`src/rtl/brkfail_pkg.sv`:
```
// Shared definitions for the breaker-failure detector.
// Assumes three phases; latch index map is fixed below.
package brkfail_pkg;

    localparam int N_PH    = 3;
    localparam int L_3P    = N_PH;
    localparam int L_VOLT  = N_PH + 1;
    localparam int L_SEF   = N_PH + 2;
    localparam int N_LATCH = N_PH + 3;

    typedef enum logic [1:0] {
        CLR_UC      = 2'd0,
        CLR_OPEN_UC = 2'd1,
        CLR_PROT_UC = 2'd2,
        CLR_SPARE   = 2'd3
    } clr_mode_e;

endpackage

```
`src/rtl/brkfail_init_latch.sv`:
```
// One breaker-fail initiation latch.
// Sets on a rising edge of its initiation; clears by the selected
// reset condition. Set wins over clear in the same cycle.
// Assumes inputs are synchronous to clk.
module brkfail_init_latch
    import brkfail_pkg::*;
(
    input  logic       clk,
    input  logic       rst_n,
    input  logic       init,
    input  logic       ucur,
    input  logic       brk_open,
    input  logic [1:0] mode,
    output logic       held
);

    logic init_q;
    logic rise;
    logic clr;

    assign rise = init && !init_q;

    // Select the clearing condition from the reset code.
    always_comb begin
        case (clr_mode_e'(mode))
            CLR_OPEN_UC: clr = brk_open && ucur;
            CLR_PROT_UC: clr = !init && ucur;
            default:     clr = ucur;
        endcase
    end

    // Remember the initiation and update the latch.
    always_ff @(posedge clk) begin
        if (!rst_n) begin
            init_q <= 1'b0;
            held   <= 1'b0;
        end else begin
            init_q <= init;
            if (rise)
                held <= 1'b1;
            else if (clr)
                held <= 1'b0;
        end
    end


    latch_set_chk: assert property (@(posedge clk) disable iff (!rst_n)
        $rose(init) |=> held);

    // every code needs undercurrent to clear
    latch_hold_chk: assert property (@(posedge clk) disable iff (!rst_n)
        (held && !ucur) |=> held);

endmodule

```
`src/rtl/brkfail_stage_timer.sv`:
```
// Tick counter for one breaker-fail stage.
// Counts tick pulses while run is high, saturating, and clears
// the moment run drops. done is high while run and count >= limit.
module brkfail_stage_timer #(
    parameter int W = 16
) (
    input  logic         clk,
    input  logic         rst_n,
    input  logic         run,
    input  logic         tick,
    input  logic [W-1:0] limit,
    output logic         done
);

    localparam logic [W-1:0] CMAX = '1;
    localparam logic [W-1:0] ONE  = {{(W-1){1'b0}}, 1'b1};

    logic [W-1:0] cnt;

    // Count ticks while running, restart from zero when idle.
    always_ff @(posedge clk) begin
        if (!rst_n)
            cnt <= '0;
        else if (!run)
            cnt <= '0;
        else if (tick && cnt != CMAX)
            cnt <= cnt + ONE;
    end

    assign done = run && (cnt >= limit);

    // a stage with a fixed nonzero wait only expires after a tick
    stage_tick_chk: assert property (@(posedge clk) disable iff (!rst_n)
        ($rose(done) && $past(run) && $stable(limit)) |-> $past(tick));

endmodule

```
`src/rtl/brkfail_stager.sv`:
```
// Two-stage breaker failure detector (top).
// Collects trip sources into six initiation latches, runs stage 1
// while any latch is held and stage 2 on the remainder after stage 1.
// Assumes undercurrent and pole-dead flags come from outside.
module brkfail_stager
    import brkfail_pkg::*;
#(
    parameter int DLY_W = 16
) (
    input  logic             clk,
    input  logic             rst_n,
    input  logic             tick,
    input  logic [2:0]       ext_trip_ph,
    input  logic [2:0]       int_trip_ph,
    input  logic [2:0]       wi1_trip_ph,
    input  logic [2:0]       wi2_trip_ph,
    input  logic             ext_trip_3p,
    input  logic             wi1_trip_3p,
    input  logic             wi2_trip_3p,
    input  logic             volt_trip,
    input  logic             sef_trip,
    input  logic [2:0]       ucur_ph,
    input  logic             sef_ucur,
    input  logic [2:0]       pole_dead,
    input  logic             all_dead,
    input  logic [1:0]       trip_rst_mode,
    input  logic [1:0]       volt_rst_mode,
    input  logic [DLY_W-1:0] stg1_dly,
    input  logic [DLY_W-1:0] stg2_dly,
    input  logic             stg2_en,
    output logic             bf1_trip,
    output logic             bf2_trip,
    output logic             bf_alarm
);

    logic [N_LATCH-1:0] l_init;
    logic [N_LATCH-1:0] l_ucur;
    logic [N_LATCH-1:0] l_open;
    logic [1:0]         l_mode [N_LATCH];
    logic [N_LATCH-1:0] l_held;
    logic               any_held;
    logic [DLY_W-1:0]   stg2_rem;
    logic               stg2_run;
    logic               stg2_done;

    // Per-phase latch inputs.
    for (genvar p = 0; p < N_PH; p++) begin : g_phase_in
        assign l_init[p] = ext_trip_ph[p] | int_trip_ph[p]
                         | wi1_trip_ph[p] | wi2_trip_ph[p];
        assign l_ucur[p] = ucur_ph[p];
        assign l_open[p] = pole_dead[p];
        assign l_mode[p] = trip_rst_mode;
    end

    // Three-phase, voltage and earth-fault latch inputs.
    assign l_init[L_3P]   = ext_trip_3p | wi1_trip_3p | wi2_trip_3p;
    assign l_ucur[L_3P]   = &ucur_ph;
    assign l_open[L_3P]   = all_dead;
    assign l_mode[L_3P]   = trip_rst_mode;
    assign l_init[L_VOLT] = volt_trip;
    assign l_ucur[L_VOLT] = &ucur_ph;
    assign l_open[L_VOLT] = all_dead;
    assign l_mode[L_VOLT] = volt_rst_mode;
    assign l_init[L_SEF]  = sef_trip;
    assign l_ucur[L_SEF]  = sef_ucur;
    assign l_open[L_SEF]  = 1'b0;
    assign l_mode[L_SEF]  = CLR_UC;

    for (genvar i = 0; i < N_LATCH; i++) begin : g_latch
        brkfail_init_latch u_latch (
            .clk      (clk),
            .rst_n    (rst_n),
            .init     (l_init[i]),
            .ucur     (l_ucur[i]),
            .brk_open (l_open[i]),
            .mode     (l_mode[i]),
            .held     (l_held[i])
        );
    end

    assign any_held = |l_held;

    brkfail_stage_timer #(.W(DLY_W)) u_stage1 (
        .clk   (clk),
        .rst_n (rst_n),
        .run   (any_held),
        .tick  (tick),
        .limit (stg1_dly),
        .done  (bf1_trip)
    );

    // Stage-2 remainder, floored at zero.
    always_comb begin
        if (stg2_dly > stg1_dly)
            stg2_rem = stg2_dly - stg1_dly;
        else
            stg2_rem = '0;
    end

    assign stg2_run = bf1_trip && stg2_en;

    brkfail_stage_timer #(.W(DLY_W)) u_stage2 (
        .clk   (clk),
        .rst_n (rst_n),
        .run   (stg2_run),
        .tick  (tick),
        .limit (stg2_rem),
        .done  (stg2_done)
    );

    assign bf2_trip = stg2_done;
    assign bf_alarm = bf1_trip | bf2_trip;


    stage_order_chk: assert property (@(posedge clk) disable iff (!rst_n)
        bf2_trip |-> bf1_trip);


    stage2_off_chk: assert property (@(posedge clk) disable iff (!rst_n)
        !stg2_en |-> !bf2_trip);


    alarm_follow_chk: assert property (@(posedge clk) disable iff (!rst_n)
        (bf1_trip || bf2_trip) |-> bf_alarm);


    idle_quiet_chk: assert property (@(posedge clk) disable iff (!rst_n)
        !any_held |-> (!bf1_trip && !bf2_trip));

endmodule

```
`config.mk`:
```
export PLATFORM = sky130hd
export DESIGN_NAME = brkfail_stager
export DESIGN_NICKNAME = d
export VERILOG_FILES = /design/src/rtl/brkfail_pkg.sv /design/src/rtl/brkfail_init_latch.sv /design/src/rtl/brkfail_stage_timer.sv /design/src/rtl/brkfail_stager.sv
export SDC_FILE = /design/constraint.sdc
export NUM_CORES = 1
export LEC_CHECK = 0
export ABC_AREA = 1
export BUFFER_PORTS_ARGS = -buffer_cell sky130_fd_sc_hd__buf_2
export CORE_MARGIN = 4
export CORE_UTILIZATION = 60
export DETAILED_ROUTE_END_ITERATION = 8
export GPL_ROUTABILITY_DRIVEN = 0
export GPL_TIMING_DRIVEN = 0
export PLACE_DENSITY = 0.83
export SYNTH_ARGS = -nofsm -noshare
export SYNTH_HDL_FRONTEND = slang
export SYNTH_HIERARCHICAL = 1
export SYNTH_SLANG_ARGS = --single-unit
export TNS_END_PERCENT = 20
```
`constraint.sdc`:
```
create_clock -name clk -period 10.55 [get_ports clk]
set_clock_uncertainty 0.2 [all_clocks]
set_input_delay 3.165 -clock clk [delete_from_list [all_inputs] [get_ports clk]]
set_output_delay 3.165 -clock clk [all_outputs]
set_load 0.03 [all_outputs]
```
; Word-level counts from Yosys, hierarchy flattened
; Index checks and enable logic that the tools add are counted.
; W data, S select, Z words.
[classes]
add_sub_neg = 3
order_cmp = 3
eq_ne = 6
mux = 18
bitwise = 12
reduce_logical = 41
[op_table]
columns = cell, count
row1 = $add A16 B1 Y16 const B, 2
row2 = $ge A16 B16 Y1, 2
row3 = $ne A16 B16 Y1 const B, 2
row4 = $logic_and A1 B1 Y1, 20
row5 = $gt A16 B16 Y1, 1
row6 = $mux W16, 1
row7 = $sub A16 B16 Y16, 1
row8 = $mux W1, 12
row9 = $or A1 B1 Y1, 12
row10 = $reduce_bool A2 Y1, 6
row11 = $logic_not A1 Y1, 11
row12 = $pmux W1 S2, 5
row13 = $reduce_or A6 Y1, 1
row14 = $eq A2 B1 Y1 const B, 2
row15 = $eq A2 B2 Y1 const B, 2
row16 = $reduce_and A2 Y1, 2
row17 = $reduce_and A3 Y1, 1
[word_totals]
register_bits = 44

; Depth between registers and ports, before layout
; Gate-level depths: netlist of run 1.
[depth]
depth_word = 8
ltp_mapped = 24
mapped_depth_nobuf = 23

; Cells and area by module
; Netlist of run 1, hierarchy kept.
[modules_own_cells]
columns = mod, n_inst, cells_per_inst, area_per_inst_um2, seq_area_each_um2
row1 = brkfail_stage_timer, 2, 211, 1386.3, 320.3
row2 = brkfail_stager, 1, 243, 1257.5, 0.0
row3 = brkfail_init_latch, 6, 18, 112.6, 40.0

; Worst setup path after synthesis of run 1
; OpenSTA, ideal clock, no wires.
[synth_timing]
kind = input to output
from = input stg2_dly[0]
to = output bf_alarm
t_arrival_ns = 6.067
path_slack_ns = 1.118
path_stages = 21
n_path_buf = 1
path_cell_list = inv_1 -> ha_1 -> fa_1 -> inv_1 -> nand2_1 -> nand2_1 -> nand3_1 -> nand2_2 -> nand2_2 -> nand2_2 -> nand2_4 -> buf_12 -> nor2_4 -> inv_1 -> ha_1 -> nand2_1 -> o21bai_1 -> a21oi_1 -> nor2_1 -> a21oi_1 -> or2_2
[synth_between]
elab_chain_cells = 5
word_cells_on_any_way = 6
classes_between = add/sub (1) / order compare (2) / mux (1) / bitwise (1) / reduce/logical (1)
[synth_lines]
columns = item, line_no
row1 = "start, declared", brkfail_stager.sv:29  ; input logic [DLY_W-1:0] stg2_dly,
row2 = $sub A16 B16 Y16 or $gt A16 B16 Y1 (tied branches), "brkfail_stager.sv:95, brkfail_stager.sv:94"
row3 = $mux W16 (*), brkfail_stager.sv:94  ; if (stg2_dly > stg1_dly)
row4 = named net stg2_rem[11], brkfail_stager.sv:42  ; logic [DLY_W-1:0] stg2_rem;
row5 = $ge A16 B16 Y1 (*), brkfail_stage_timer.sv:30  ; assign done = run && (cnt >= limit);
row6 = $logic_and A1 B1 Y1 (*), brkfail_stage_timer.sv:30
row7 = named net bf2_trip, brkfail_stager.sv:32  ; output logic bf2_trip,
row8 = $or A1 B1 Y1 (*), brkfail_stager.sv:112  ; assign bf_alarm = bf1_trip | bf2_trip;
row9 = "end, declared", brkfail_stager.sv:33  ; output logic bf_alarm
; Mark *: on every way through the listed nets, which the timed path passes. The rest lies on a longest branch.

; Final worst setup path of run 1
[layout_timing]
from = input stg1_dly[0]
to = output bf_alarm
[layout_between]
elab_chain_cells = 5
word_cells_on_any_way = 9
classes_between = add/sub (1) / order compare (3) / mux (1) / bitwise (1) / reduce/logical (3)
[layout_lines]
columns = item, line_no
row1 = "start, declared", brkfail_stager.sv:28  ; input logic [DLY_W-1:0] stg1_dly,
row2 = $sub A16 B16 Y16 or $gt A16 B16 Y1 (tied branches), "brkfail_stager.sv:95, brkfail_stager.sv:94"
row3 = $mux W16 (*), brkfail_stager.sv:94
row4 = named net stg2_rem[13], brkfail_stager.sv:42
row5 = $ge A16 B16 Y1 (*), brkfail_stage_timer.sv:30
row6 = $logic_and A1 B1 Y1 (*), brkfail_stage_timer.sv:30
row7 = $or A1 B1 Y1 (*), brkfail_stager.sv:112
; Marks and branches as above.

==> flow_summary.ini, run 1 <==
[setup_path]
crit_path_start = stg1_dly[0]
arrival_ns = 6.20
path_max_fanout = 10
worst_r2r_path_depth = 15
rr_endpoint = u_stage2/cnt[0]$_SDFFE_PN0P_
critPathRequiredTime_ns = 7.19
r2r_setup_slack_ns = 7.94
startpoint_type = input port
r2r_start = u_stage1/cnt[0]$_SDFFE_PN0P_
worstSetupPathType = in -> out
cp-end-kind = output port

[run_status]
status = completed

[timing]
max_slew_margin_pct = 55.4
rsz0062_at_grt = no
drv_slew = 0
setup_tns_ns = 0
period_minus_slack_ns = 9.56
worst_pin_slew_ns = 0.669
hold_violations = 0
setup_violations = 0
holdWs_ns = 0.288
finalCritPeriodShare_pct = 90.6
setup_ws_ns = 0.990
fmax_mhz = 105

[place]
dp_hpwl_um = 9270
port_buffers = 67
dp_worst_setup_slack_ns = 1.00
post-place-cells = 944

[die]
num_io_pins = 68
start_util_pct = 61.2
core-area_mm2 = 0.00769
die_area_mm2 = 0.00932
fp-row-count = 32
dieHeight_um = 96.6
chipWidth_um = 96.6

[logic_synthesis]
synth_top_area_share_pct = 20.4
syn_area_mm2 = 0.00471
synth-seq-cells = 44
syn_area_per_cell_um2 = 6.09
synth_cells = 773
synth.area.top_cells = nand2_1, dfxtp_1, ha_1, inv_1, nor2_1
ys_types = 36
yosys_warnings = 6
yosysSeqAreaShare_pct = 18.7
yosys.area.top_type = nand2_1

[finish]
seq_area_um2 = 881
final_nets = 971
layoutNonFillerInstCount = 952
fillers = 688
area.growth.synth_to_final_pct = 12.4
antenna_cells = 0
multiInputGateArea_mm2 = 0.00311
layout-drive-gt1-share_pct = 15.4

[route]
antenna_left = 0
firstDrtPassIters = 5
route.detailed.drc = 0
viasPerCell = 5.05
drt_iter0_markers = 237
wirelength_um = 11100
wl_per_cell_um = 11.6
vias = 4806

[global_route]
grt_max_degree = 16
grt_pass1_vias = 4618
grt_usage_pct = 25.0
overflow = 0
antenna_found_initial = 0
grt_pass1_wl_um = 19100

[min_path]
min_to = g_latch[4].u_latch/held$_SDFFE_PN0P_
hold_depth = 2
hp-class = reg -> reg
min_from = g_latch[4].u_latch/init_q$_SDFF_PN0_

[power_and_ir_drop]
internal_power_mw = 0.300
comb_power_share_pct = 31.7
power.leakage_nw = 3.01
pwr-share-seq_pct = 38.5
p_sw_mw = 0.152
clockPowerShare_pct = 29.8
power.density_mw_per_mm2 = 85.4
ir_drop_v = 0.0000542
switching_share_pct = 33.7

[job]
drv_cap = 0

[clock_network]
post_cts_buffers = 0
clk_latency_ns = 0.30
cts_sinks = 44
cts_resized = 0
cts_buffers = 5
htreeDepth = 2
cts_tree = done
cts_hold_buf = 0
cts_root_buf = clkbuf_8
clk_path_buf_depth = 2
clk_pin_slew_ns = 0.09
## power by group through the flow
stage	clock network [mW]	registers [mW]	logic, mW
detailed placement	0	0.178	0.143
CTS	0.136	0.174	0.144
global route	0.145	0.175	0.166
global placement	0	0.177	0.137
finish	0.135	0.174	0.143
floorplan	0	0.177	0.105
## metrics by stage
stage / utilization (%) / total power [mW] / area [um2]
4_1_cts: 68.8 / 0.454 / 5290
3_3_place_gp: 67.3 / 0.314 / 5180
6_report: 68.8 / 0.452 / 5290
2_1_floorplan: - / 0.282 / 4710
3_5_place_dp: 67.3 / 0.320 / 5180
5_1_grt: 68.8 / 0.485 / 5290
## sequential cells by signal, summed over array words and instances, names as in the netlist
register,count
g_latch.u_latch/held,6
u_stage1/cnt,16
u_stage2/cnt,16
g_latch.u_latch/init_q,6
## routing by layer
metal / track usage [%] / up-vias / part of all wire, %
met4: 5.37 / 0 / 1.3
met1: 30.3 / 2159 / 43
met3: 3.72 / 19 / 5.0
met5: 0 / - / 0
li1: - / 2509 / -
met2: 46.4 / 119 / 50
## placed cells by master, fill, tap and decap left out, types with 3 or more instances in the layout
| cell type | Yosys | layout |
|---|---|---|
| nand2_1 | 256 | 256 |
| inv_1 | 171 | 171 |
| buf_2 | 0 | 67 |
| ha_1 | 56 | 56 |
| nor2_1 | 55 | 55 |
| dfxtp_1 | 44 | 44 |
| nand3_1 | 38 | 38 |
| a21oi_1 | 28 | 28 |
| a21oi_2 | 20 | 20 |
| nand4_1 | 11 | 11 |
| nor3_1 | 10 | 10 |
| xor2_1 | 9 | 9 |
| nor2_4 | 8 | 8 |
| xnor2_1 | 8 | 8 |
| nor2_2 | 7 | 7 |
| nand2_2 | 6 | 6 |
| or2_0 | 6 | 6 |
| o21ai_0 | 6 | 6 |
| clkbuf_8 | 0 | 5 |
| buf_6 | 4 | 4 |
| nand3b_1 | 3 | 3 |
| nand2_4 | 3 | 3 |
| or4_1 | 3 | 3 |
| conb_1 | 1 | 3 |
## cells in the mapped netlist, drive strengths merged
cell    number
fa           1
xor2         9
nand3       40
clkbuf       2
nand3b       3
nor2        70
o21ai        8
dfxtp       44
o21a         2
nand2      265
nor4         1
conb         1
or4          3
xnor2        8
nand4       11
inv        172
a21boi       2
nor3        11
or3          1
a21oi       48
or2          7
buf          5
ha          56
and3         1
o21bai       2
## worst max-delay path, cell delays in order
cell and delay (ns):
buf_2 0.12, ha_1 0.22, fa_1 0.41, inv_1 0.08, nand2_1 0.04, nand2_1 0.11, nand3_1 0.09, nand2_2 0.12
nand2_2 0.06, nand2_2 0.07, nand2_4 0.08, buf_12 0.16, nor2_4 0.09, inv_1 0.04, ha_1 0.29, a21oi_1 0.16
o21ai_0 0.11, nor2_1 0.17, a21oi_1 0.12, or2_2 0.28, buf_2 0.18
## logic make-up (layout without fill, tap and decap cells)
| family | Yosys count | count (layout) | synth area share [%] |
|---|---|---|---|
| AND/OR/NAND/NOR | 413 | 413 | 38.8 |
| buffers and inverters | 179 | 254 | 15.3 |
| AO/OA/AOI/OAI | 62 | 62 | 8.67 |
| adder cells (fa/ha/maj) | 57 | 57 | 15.3 |
| flip-flops | 44 | 44 | 18.7 |
| XOR/XNOR | 17 | 17 | 3.16 |
| other | 1 | 3 | 0.0797 |
## final cells by class
cell class,count,share of cell area (%)
clock buffer,5,1.30
timing repair buffer,67,6.34
multi-input combinational,552,58.9
tap,102,2.41
inverter,172,12.2
clock inverter,3,0.875
sequential,44,16.6
buffer,7,1.37
## how the worst max path moves through the flow
stage          endpoint  slack [ns]  depth (start not counted)
6_report       bf_alarm        0.99                         21
5_1_grt        bf_alarm        0.72                         21
4_1_cts        bf_alarm         1.0                         21
3_5_place_dp   bf_alarm        1.00                         21
3_3_place_gp   bf_alarm        1.11                         21
2_1_floorplan  bf_alarm        1.12                         21
No activity file was read; power rests on OpenSTA's default activity.
==> inputs of run 2 (changes only) <==
CAP_MARGIN = 15   (was unset)
GPL_TIMING_DRIVEN = unset   (was 0)
==> flow_summary.ini, run 2 (synthesis results as in run 1) <==
[timing]
finalCritPeriodShare_pct = 90.2
period_minus_slack_ns = 9.52
drv_slew = 0
setup_violations = 0
hold_violations = 0
setup_tns_ns = 0
rsz0062_at_grt = no
setup_ws_ns = 1.03
max_slew_margin_pct = 58.3
worst_pin_slew_ns = 0.624
fmax_mhz = 105

[finish]
mostFrequentLayoutCells = nand2_1, inv_1, buf_2
reg_top3 = u_stage1/cnt: 16 flops, u_stage2/cnt: 16 flops
layout-drive-gt1-share_pct = 14.9
final_nets = 964
area.growth.synth_to_final_pct = 10.9
antenna_cells = 0
mostFrequentLayoutCell = nand2_1

[job]
drv_cap = 0

[die]
die_area_mm2 = 0.00932
num_io_pins = 68
core-area_mm2 = 0.00769
chipWidth_um = 96.6
start_util_pct = 61.2
fp-row-count = 32
dieHeight_um = 96.6

[route]
wirelength_um = 10900
vias = 4778
route.detailed.drc = 0
drt_iter0_markers = 179
antenna_left = 0
viasPerCell = 5.06
firstDrtPassIters = 4
wl_per_cell_um = 11.6

[clock_network]
clk_path_buf_depth = 2
htreeDepth = 2
cts_resized = 0
clk_pin_slew_ns = 0.09
cts_sinks = 44
cts_root_buf = clkbuf_8
clk_latency_ns = 0.31
cts_hold_buf = 0
post_cts_buffers = 0
cts_buffers = 5
cts_tree = done

[place]
port_buffers = 67
dp_worst_setup_slack_ns = 1.05
dp_hpwl_um = 9130

[setup_path]
path_max_fanout = 16
r2r_start = u_stage1/cnt[0]$_SDFFE_PN0P_
worstSetupPathType = in -> out
startpoint_type = input port
cp-end-kind = output port
critPathRequiredTime_ns = 7.19
crit_path_start = stg1_dly[0]
arrival_ns = 6.15

[power_and_ir_drop]
ir_drop_v = 0.0000570
power.density_mw_per_mm2 = 85.8
power.leakage_nw = 2.98

[global_route]
antenna_found_initial = 0
grt_pass1_vias = 4466
grt_max_degree = 18
grt_pass1_wl_um = 18600
grt_usage_pct = 24.5
overflow = 0

[min_path]
min_from = g_latch[4].u_latch/init_q$_SDFF_PN0_
hp-class = reg -> reg

[run_status]
status = completed
-- run 2: cell count changes in the layout (fill, tap and decap cells not counted), sizes merged --
cell      before  now
buf           72   67
clkbuf         7    5
clkinv         0    2
clkinvlp       1    0
inv          173  172
-- run 2: critical path, cell delays in order --
cell	delay, ns
buf_2	0.11
ha_1	0.22
fa_1	0.42
inv_1	0.07
nand2_1	0.05
nand2_1	0.10
nand3_1	0.09
nand2_2	0.11
nand2_2	0.06
nand2_2	0.07
nand2_4	0.16
nor2_1	0.17
inv_1	0.06
ha_1	0.32
nand4_1	0.16
nor3_1	0.21
nand2_1	0.08
a21oi_1	0.21
or2_2	0.15
buf_2	0.18
-- run 2: layout make-up --
type	count	area (um2)
multi-input combinational	552	3110
clock buffer	5	68.8
clock inverter	3	47.5
inverter	172	646
sequential	44	881
tap	102	128
timing repair buffer	67	335
fill	714	2470
-- run 2: per-layer routing --
metal	global-route usage (%)	up-vias	wire length [um]
li1	-	2502	-
met1	29.3	2145	4680
met2	46.3	118	5540
met3	3.56	13	568
met4	5.02	0	121
met5	0	-	0
-- run 2: report_power, final --
part	internal [mW]	total [mW]	switching, mW	leakage, nW
clock network	0.0714	0.135	0.0632	0.0583
logic	0.0540	0.139	0.0854	2.56
registers	0.171	0.174	0.00292	0.359
-- run 2: path summary, 6_finish.rpt --
check | end | slack [ns] | cells past startpoint
worst max-delay path | bf_alarm | 1.03 | 20
worst min-delay path | g_latch[4].u_latch/held$_SDFFE_PN0P_ | 0.29 | 2
worst max register to register | u_stage2/cnt[1]$_SDFFE_PN0P_ | 7.66 | 16
worst min register to register | g_latch[4].u_latch/held$_SDFFE_PN0P_ | 0.29 | 2
-- run 2: per-stage QoR --
stage	hold slack [ns]	power, mW	cell area (um2)	instances	util (%)
2_1_floorplan	0.264	0.282	4710	775	-
3_3_place_gp	0.270	0.310	5100	937	66.4
3_5_place_dp	0.282	0.317	5100	937	66.4
4_1_cts	0.295	0.450	5220	945	67.9
5_1_grt	0.318	0.479	5220	945	67.9
6_report	0.291	0.448	5220	945	67.9
==> inputs of run 3 (changes only) <==
BUFFER_PORTS_ARGS = -buffer_cell sky130_fd_sc_hd__buf_4   (was -buffer_cell sky130_fd_sc_hd__buf_2)
==> flow_summary.ini, run 3 (synthesis results as in run 1) <==
[run_status]
status = completed

[power_and_ir_drop]
power.density_mw_per_mm2 = 84.5
power.leakage_nw = 3.03
power_mw = 0.455
ir_drop_v = 0.0000630

[clock_network]
clk_latency_ns = 0.31
cts_resized = 0
cts_buffers = 5
cts_sinks = 44
clk_path_buf_depth = 2
post_cts_buffers = 0
cts_hold_buf = 0
clk_pin_slew_ns = 0.08
htreeDepth = 2
cts_tree = done
cts_root_buf = clkbuf_8

[setup_path]
cp-end-kind = output port
r2r_start = u_stage1/cnt[0]$_SDFFE_PN0P_
worst_r2r_path_depth = 16
arrival_ns = 6.13
crit_path_start = stg1_dly[0]
r2r_setup_slack_ns = 7.59
critPathRequiredTime_ns = 7.19
startpoint_type = input port
rr_endpoint = u_stage2/cnt[1]$_SDFFE_PN0P_
path_max_fanout = 16
worstSetupPathType = in -> out
critPathCapture = bf_alarm

[route]
antenna_left = 0
route.detailed.drc = 0
viasPerCell = 5.05
wirelength_um = 11000
wl_per_cell_um = 11.6
firstDrtPassIters = 5
drt_iter0_markers = 225
vias = 4768

[timing]
max_slew_margin_pct = 59.4
fmax_mhz = 105
rsz0062_at_grt = no
finalCritPeriodShare_pct = 90.0
period_minus_slack_ns = 9.50
setup_violations = 0
worst_pin_slew_ns = 0.608
drv_slew = 0
setup_tns_ns = 0
hold_violations = 0

[finish]
reg_top3 = u_stage1/cnt: 16 flops, u_stage2/cnt: 16 flops
layout-drive-gt1-share_pct = 14.9
final_nets = 964
mostFrequentLayoutCells = nand2_1, inv_1, buf_4
antenna_cells = 0
fin_util_pct = 70.1
area.growth.synth_to_final_pct = 14.5
mostFrequentLayoutCell = nand2_1
fillers = 681

[global_route]
antenna_found_initial = 0
grt_usage_pct = 24.6
grt_pass1_vias = 4453
grt_pass1_wl_um = 18600
grt_max_degree = 18
overflow = 0

[die]
core-area_mm2 = 0.00769
fp-row-count = 32
dieHeight_um = 96.6
chipWidth_um = 96.6
num_io_pins = 68
die_area_mm2 = 0.00932
start_util_pct = 61.2

[min_path]
hp-class = reg -> reg

[place]
port_buffers = 67
dp_hpwl_um = 9180

[job]
drv_cap = 0
==> run 3: critical path, stage by stage <==
cell and delay [ns]:
buf_4 0.12, ha_1 0.21, fa_1 0.41, inv_1 0.07
nand2_1 0.05, nand2_1 0.09, nand3_1 0.10, nand2_2 0.11
nand2_2 0.06, nand2_2 0.07, nand2_4 0.16, nor2_1 0.14
inv_1 0.05, ha_1 0.30, nand2_1 0.07, inv_1 0.04
o21bai_1 0.14, a21oi_1 0.08, nor2_1 0.12, a21oi_1 0.12
or2_2 0.28, buf_4 0.17
==> run 3: through the flow <==
stage	area [um2]	setup slack [ns]	hold slack [ns]	instances
floorplan	4710	1.12	0.264	775
global placement	5270	1.17	0.271	937
detailed placement	5270	1.06	0.283	937
CTS	5390	1.06	0.296	945
global route	5390	0.751	0.328	945
finish	5390	1.05	0.294	945
==> run 3: cell type report <==
cell class	instances	area (um2)	area share [%]
flip-flops and latches	44	881	16.4
well taps	102	128	2.37
multi-input cells	552	3110	57.8
clock inverters	3	46.3	0.859
inverters	172	646	12.0
clock buffers	5	68.8	1.28
repair buffers	67	503	9.34
==> run 3: worst min path at each step <==
stage | startpoint | to | cells after the start
floorplan | g_latch[0].u_latch/init_q$_SDFF_PN0_ | g_latch[0].u_latch/held$_SDFFE_PN0P_ | 2
global placement | g_latch[4].u_latch/init_q$_SDFF_PN0_ | g_latch[4].u_latch/held$_SDFFE_PN0P_ | 2
detailed placement | g_latch[1].u_latch/init_q$_SDFF_PN0_ | g_latch[1].u_latch/held$_SDFFE_PN0P_ | 2
CTS | g_latch[1].u_latch/init_q$_SDFF_PN0_ | g_latch[1].u_latch/held$_SDFFE_PN0P_ | 2
global route | g_latch[3].u_latch/init_q$_SDFF_PN0_ | g_latch[3].u_latch/held$_SDFFE_PN0P_ | 2
finish | g_latch[2].u_latch/init_q$_SDFF_PN0_ | g_latch[2].u_latch/held$_SDFFE_PN0P_ | 2
==> run 3: report_power, final <==
part           total [mW]  leakage, nW  switching, mW  internal (mW)
Combinational       0.146         2.62         0.0856         0.0607
Clock               0.135       0.0548         0.0633         0.0714
Sequential          0.174        0.359        0.00304          0.171
Total               0.455         3.03          0.152          0.303
==> run 3: per-layer routing <==
metal	vias to the layer above	global-route usage (%)	part of all wire [%]
met5	-	0	0
met3	10	4.03	4.7
met2	115	44.8	51
met4	0	5.49	0.66
met1	2136	30.4	44
li1	2507	-	-
